--- src/rtl/padder_pkg.sv ---
// Shared types for the fixed-frame padder.
package padder_pkg;
    typedef enum logic [1:0] {
        ST_HEAD = 2'd0,   // waiting for the first word of a packet
        ST_BODY = 2'd1,   // forwarding remaining packet words
        ST_FILL = 2'd2,   // emitting filler until the frame is complete
        ST_HALT = 2'd3    // oversize seen; discard until clear
    } pad_state_t;
endpackage

--- src/rtl/pad_len_decode.sv ---
// Converts a byte count from the header into a word count and flags
// packets that exceed the frame. Assumes WORD_BYTES is a power of two.
module pad_len_decode #(
    parameter int LEN_W      = 16,
    parameter int CNT_W      = 16,
    parameter int WORD_BYTES = 8
) (
    input  logic [LEN_W-1:0] len_bytes,
    input  logic [CNT_W-1:0] frame_words,
    output logic [CNT_W-1:0] pkt_words,
    output logic             too_long
);
    localparam int SHIFT = $clog2(WORD_BYTES);

    logic [LEN_W-1:0] whole;
    logic             partial;

    // Round the byte count up to whole words, never below one word.
    always_comb begin
        whole   = len_bytes >> SHIFT;
        partial = |len_bytes[SHIFT-1:0];
        if (len_bytes == '0)
            pkt_words = CNT_W'(1);
        else
            pkt_words = CNT_W'(whole) + CNT_W'(partial);
        too_long = (pkt_words > frame_words);
    end
endmodule

--- src/rtl/pad_out_mux.sv ---
// Selects between pass-through data and the all-ones filler word.
module pad_out_mux #(
    parameter int DATA_W = 64
) (
    input  logic              fill_sel,
    input  logic [DATA_W-1:0] in_data,
    output logic [DATA_W-1:0] out_data
);
    // Drive filler or forwarded data.
    always_comb out_data = fill_sel ? {DATA_W{1'b1}} : in_data;
endmodule

--- src/rtl/pad_ctrl.sv ---
// Framing state machine: counts words placed in the current frame and
// words left in the current packet, and derives the handshakes and
// out_last. Assumes frame_words only changes together with clr.
module pad_ctrl
    import padder_pkg::*;
#(
    parameter int CNT_W = 16
) (
    input  logic             clk,
    input  logic             rst_n,
    input  logic             clr,
    input  logic [CNT_W-1:0] frame_words,
    input  logic [CNT_W-1:0] pkt_words,
    input  logic             too_long,
    input  logic             in_valid,
    output logic             in_ready,
    output logic             out_valid,
    output logic             out_last,
    input  logic             out_ready,
    output logic             fill_sel,
    output logic             halted
);
    localparam logic [CNT_W-1:0] ONE = CNT_W'(1);

    pad_state_t       state;
    logic [CNT_W-1:0] pos;      // words already sent in this frame
    logic [CNT_W-1:0] remain;   // packet words still to come, incl. current

    // Handshake and last generation for the current state.
    always_comb begin
        in_ready  = 1'b0;
        out_valid = 1'b0;
        out_last  = 1'b0;
        fill_sel  = 1'b0;
        unique case (state)
            ST_HEAD: begin
                out_valid = in_valid && !too_long;
                in_ready  = too_long || out_ready;
                out_last  = (pkt_words == ONE) && (frame_words == ONE);
            end
            ST_BODY: begin
                out_valid = in_valid;
                in_ready  = out_ready;
                out_last  = (remain == ONE) && ((pos + ONE) == frame_words);
            end
            ST_FILL: begin
                out_valid = 1'b1;
                fill_sel  = 1'b1;
                out_last  = (pos + ONE) == frame_words;
            end
            default: in_ready = 1'b1;
        endcase
    end

    assign halted = (state == ST_HALT);

    // State and counter updates on each accepted or emitted word.
    always_ff @(posedge clk) begin
        if (!rst_n || clr) begin
            state  <= ST_HEAD;
            pos    <= '0;
            remain <= '0;
        end else begin
            unique case (state)
                ST_HEAD: if (in_valid && in_ready) begin
                    if (too_long) begin
                        state <= ST_HALT;
                    end else if (out_last) begin
                        pos <= '0;
                    end else begin
                        pos    <= ONE;
                        remain <= pkt_words - ONE;
                        state  <= (pkt_words == ONE) ? ST_FILL : ST_BODY;
                    end
                end
                ST_BODY: if (in_valid && in_ready) begin
                    remain <= remain - ONE;
                    if (out_last) begin
                        pos   <= '0;
                        state <= ST_HEAD;
                    end else begin
                        pos <= pos + ONE;
                        if (remain == ONE) state <= ST_FILL;
                    end
                end
                ST_FILL: if (out_ready) begin
                    if (out_last) begin
                        pos   <= '0;
                        state <= ST_HEAD;
                    end else begin
                        pos <= pos + ONE;
                    end
                end
                default: state <= ST_HALT;
            endcase
        end
    end

    AST_HALT_STICKY: assert property (@(posedge clk) disable iff (!rst_n)
        (halted && !clr) |=> halted) else $error("halt dropped without clear");

    AST_HALT_QUIET: assert property (@(posedge clk) disable iff (!rst_n)
        halted |-> (!out_valid && in_ready)) else $error("output while halted");

    AST_FILL_NO_READY: assert property (@(posedge clk) disable iff (!rst_n)
        (fill_sel && out_valid) |-> !in_ready) else $error("input taken during fill");
endmodule

--- src/rtl/frame_padder.sv ---
// Top level: pads each length-tagged packet on a 64-bit stream to a
// fixed number of words with all-ones filler. Assumes one packet in
// flight and a source that holds data while in_ready is low.
module frame_padder #(
    parameter int DATA_W  = 64,
    parameter int CNT_W   = 16,
    parameter int LEN_LSB = 16,
    parameter int LEN_W   = 16
) (
    input  logic              clk,
    input  logic              rst_n,
    input  logic              clr,
    input  logic [CNT_W-1:0]  frame_words,
    input  logic [DATA_W-1:0] in_data,
    input  logic              in_valid,
    output logic              in_ready,
    output logic [DATA_W-1:0] out_data,
    output logic              out_last,
    output logic              out_valid,
    input  logic              out_ready,
    output logic              oversize_err
);
    localparam int WORD_BYTES = DATA_W / 8;

    logic [CNT_W-1:0] pkt_words;
    logic             too_long;
    logic             fill_sel;

    pad_len_decode #(.LEN_W(LEN_W), .CNT_W(CNT_W), .WORD_BYTES(WORD_BYTES)) len_i (
        .len_bytes   (in_data[LEN_LSB +: LEN_W]),
        .frame_words (frame_words),
        .pkt_words   (pkt_words),
        .too_long    (too_long)
    );

    pad_ctrl #(.CNT_W(CNT_W)) ctrl_i (
        .clk         (clk),
        .rst_n       (rst_n),
        .clr         (clr),
        .frame_words (frame_words),
        .pkt_words   (pkt_words),
        .too_long    (too_long),
        .in_valid    (in_valid),
        .in_ready    (in_ready),
        .out_valid   (out_valid),
        .out_last    (out_last),
        .out_ready   (out_ready),
        .fill_sel    (fill_sel),
        .halted      (oversize_err)
    );

    pad_out_mux #(.DATA_W(DATA_W)) mux_i (
        .fill_sel (fill_sel),
        .in_data  (in_data),
        .out_data (out_data)
    );

    // Checker counter: words emitted since the last frame boundary.
    logic [CNT_W-1:0] chk_beats;
    always_ff @(posedge clk) begin
        if (!rst_n || clr)
            chk_beats <= '0;
        else if (out_valid && out_ready)
            chk_beats <= out_last ? '0 : chk_beats + CNT_W'(1);
    end

    AST_FRAME_LEN: assert property (@(posedge clk) disable iff (!rst_n)
        (out_valid && out_ready && out_last) |-> ((chk_beats + CNT_W'(1)) == frame_words))
        else $error("frame ended at wrong length");

    AST_FRAME_NO_OVERRUN: assert property (@(posedge clk) disable iff (!rst_n)
        (out_valid && out_ready && !out_last) |-> ((chk_beats + CNT_W'(1)) < frame_words))
        else $error("frame ran past its size");

    AST_FILL_ONES: assert property (@(posedge clk) disable iff (!rst_n)
        (out_valid && fill_sel) |-> (out_data == {DATA_W{1'b1}}))
        else $error("filler not all ones");

    AST_HOLD: assert property (@(posedge clk) disable iff (!rst_n)
        (out_valid && !out_ready && !clr) |=> (out_valid && $stable(out_data)))
        else $error("output changed under backpressure");
endmodule

--- config.mk ---
export PLATFORM = sky130hd
export DESIGN_NAME = frame_padder
export DESIGN_NICKNAME = d
export VERILOG_FILES = /design/src/rtl/padder_pkg.sv /design/src/rtl/pad_len_decode.sv /design/src/rtl/pad_out_mux.sv /design/src/rtl/pad_ctrl.sv /design/src/rtl/frame_padder.sv
export SDC_FILE = /design/constraint.sdc
export NUM_CORES = 1
export LEC_CHECK = 0
export ABC_CLOCK_PERIOD_IN_PS = 9400
export CORE_MARGIN = 2
export CORE_UTILIZATION = 51
export CTS_CLUSTER_SIZE = 8
export DETAILED_ROUTE_END_ITERATION = 8
export PLACE_DENSITY = 0.88
export SYNTH_ARGS = -nofsm -noshare
export SYNTH_HDL_FRONTEND = slang
export SYNTH_SLANG_ARGS = --single-unit
--- constraint.sdc ---
create_clock -name clk -period 9.4 [get_ports clk]
set_clock_uncertainty 0.2 [all_clocks]
set_input_delay 1.41 -clock clk [delete_from_list [all_inputs] [get_ports clk]]
set_output_delay 1.41 -clock clk [all_outputs]
set_load 0.02 [all_outputs]
==> flow_summary.toml <==
[yosys]
syn-cell-area_sq_um = 4500
synthTopCellsByArea = "dfxtp_1 (15%), or2_2 (9.2%), ha_1 (7.0%), nand3_1 (5.2%), nand2_1 (4.2%)"
yosys.area.top_type_share = 0.151
synthArstFlopShare = 0
syn_nets = 748
synth-main-ff-cell = "dfxtp_1"
syn-mean-instance-area_sq_um = 7.05
yosysSeqAreaShare = 0.151
synth_edf_count = 0
ys_ff_latch = 34
synth_cells = 638
netlist-cell-type-count = 80
synth_top_area_cell = "dfxtp_1"
yosysWarnings = 0

[flow_run]
maxCapViolCount = 0

[sta]
timing.final.ws_setup_ns = 1.57
maxSlewViolCount = 0
max_clock_freq_mhz = 128
fin_setup_tns_ns = 0
hold_violations = 0
setup_viol = 0
rsz0062_at_grt = "false"
tightest_slew_ns = 0.988
period_needed_ns = 7.83
min_period_over_period = 0.833
max_slew_margin = 0.341

[clocking]
cts_resized = 0
clock_sinks = 34
holdBufCountCts = 0
clock-root-buffer = "clkbuf_8"
clock_path_buffers = 2
cts_max_level = 2
insertion_delay_ns = 0.29
cts_inserted_buffers = 5
clk_pin_slew_ns = 0.07
post_cts.repair.setup_buffers = 0
cts_tree = "done"

[pwr]
peakVddDrop_uv = 44.9
comb_power_share = 0.484
netSwitchingFraction = 0.377
pwr-share-clk = 0.222
p_per_area_nw_per_um2 = 84.0
switchingPower_mw = 0.193
internal_power_mw = 0.319
power.leakage_nw = 2.31
seqPwrFrac = 0.294

[worst_hold_path]
hold_start = "ctrl_i.remain[1]$_SDFFE_PP0P_"
whs_endpoint = "ctrl_i.remain[1]$_SDFFE_PP0P_"
hold_path_class = "register to register"
hold_path_depth = 2

[place]
portBuffers = 152
dp_hpwl_mm = 11.7
place.gp.congestion = 0.956
post-place-ws_ns = 1.72

[critical_path]
startpoint_type = "input port"
reg2reg_slack_ns = 5.95
rr_worst_depth = 9
cp-end-kind = "output pin"
timing.rr.start = "ctrl_i.pos[0]$_SDFFE_PP0P_"
crit_type = "input port to output pin"
crit_fanout = 8
rr_endpoint = "ctrl_i.remain[13]$_SDFFE_PP0P_"
arrival_ns = 6.22
critPathRequiredTime_ns = 7.79

[grt]
grt_pass1_vias = 4968
grt_max_degree = 69
grt_pass1_wl_mm = 24.0
grtUsageTotal = 0.301
grt_overflow = 0
antenna_found_initial = 0

[floorplanning]
fp.dieW_um = 97.9
core_sq_um = 8640
die_area_sq_um = 9590
start_util = 0.521
io_pins = 153
die_y_um = 97.9
rows = 34

[drt]
wirelength_mm = 15.0
drcViolationCount = 0
drt_iter0_markers = 481
vias = 5326
wl_per_cell_um = 17.3
firstDrtPassIters = 8
drt-vias-per-instance = 6.14
ant_nets = 0

[cells_and_area]
drive_gt1_frac = 0.134
final_cell_mix = "clkdlybuf4s50_1 (152), or2_2 (66), nand2_1 (50)"
synthToLayoutAreaGrowth_pct = 35.3
fin_nets = 871
layout_commonest_cell = "clkdlybuf4s50_1"
antenna_cells = 0

[run_status]
outcome = "complete, no violations"
## synth_stat cells (all sizes together), types with 5 or more instances
cell     n
and3    10
nand2b  10
or2     66
nand4   15
ha      25
buf     13
nand2   50
nor2    28
a31oi   16
and2     9
dfxtp   34
nor4    12
or3      7
nor3    28
inv     34
mux2i    8
nor2b    5
clkbuf  29
xnor2   19
nand3   50
a21oi   37
nor4b    6
and4     6
xor2    18
o21ai   39
a211oi   5
## worst max-delay path by stage
stage | slack [ns] | end | start | cells past startpoint
after floorplan | 3.00 | out_valid | in_data[18] | 17
after global placement | 1.96 | out_valid | in_data[17] | 18
after detailed placement | 1.72 | out_valid | in_data[17] | 17
after CTS | 1.68 | out_valid | in_data[17] | 17
after global routing | 1.14 | out_valid | in_data[18] | 18
final | 1.57 | out_valid | in_data[17] | 17
## registers in the layout, indices dropped and copies added (netlist names)
name           cells
ctrl_i.pos        16
ctrl_i.remain     16
ctrl_i.state       2
## metrics by stage
step	cells	util	area [sq um]	power, mW	hold WS [ns]
floorplan	638	-	4500	0.293	0.262
global placement	862	0.696	6010	0.393	0.280
finish	868	0.705	6090	0.511	0.309
CTS	868	0.705	6090	0.509	0.300
detailed placement	862	0.696	6010	0.397	0.291
global route	868	0.705	6090	0.533	0.327
## area by class of cell
class                   count  area, sq um
multi-input cells         527         3490
inverters                  35          131
fillers                   701         2540
clock buffers               6         82.6
repair buffers            158         1570
well taps                 108          135
flip-flops and latches     34          681
## per-layer routing
metal,part of all wire,up-vias,GRT usage
met5,0,-,0
met4,0.030,0,0.104
met3,0.083,39,0.0437
met2,0.50,310,0.545
met1,0.39,2442,0.363
li1,-,2535,-
## critical path, stage by stage
cell	delay (ns)
clkdlybuf4s50_1	0.44
nor3_1	0.51
inv_1	0.10
ha_1	0.24
ha_1	0.22
and3_1	0.29
nand3_1	0.14
xnor2_1	0.17
ha_1	0.31
a21oi_1	0.14
a21boi_0	0.10
a2111oi_0	0.60
a31oi_1	0.36
nor2_1	0.27
o21ai_0	0.11
a21oi_1	0.18
clkdlybuf4s50_1	0.62
## power by group through the flow
stage	Sequential (mW)	Clock, mW	Combinational [mW]
after detailed placement	0.153	0	0.244
final	0.150	0.114	0.248
after floorplan	0.152	0	0.141
after CTS	0.150	0.114	0.245
after global routing	0.151	0.118	0.265
after global placement	0.153	0	0.240
## cell families after synthesis
| kind of cell | share of synthesized area |
|---|---|
| and+or+nand+nor | 0.407 |
| xor gates and xnor gates | 0.0720 |
| DFF | 0.151 |
| muxes | 0.0178 |
| adders and majority gates | 0.0695 |
| AOI/OAI and AO/OA | 0.210 |
| buffers and inverters | 0.0723 |
(Power assumes the default switching activity.)
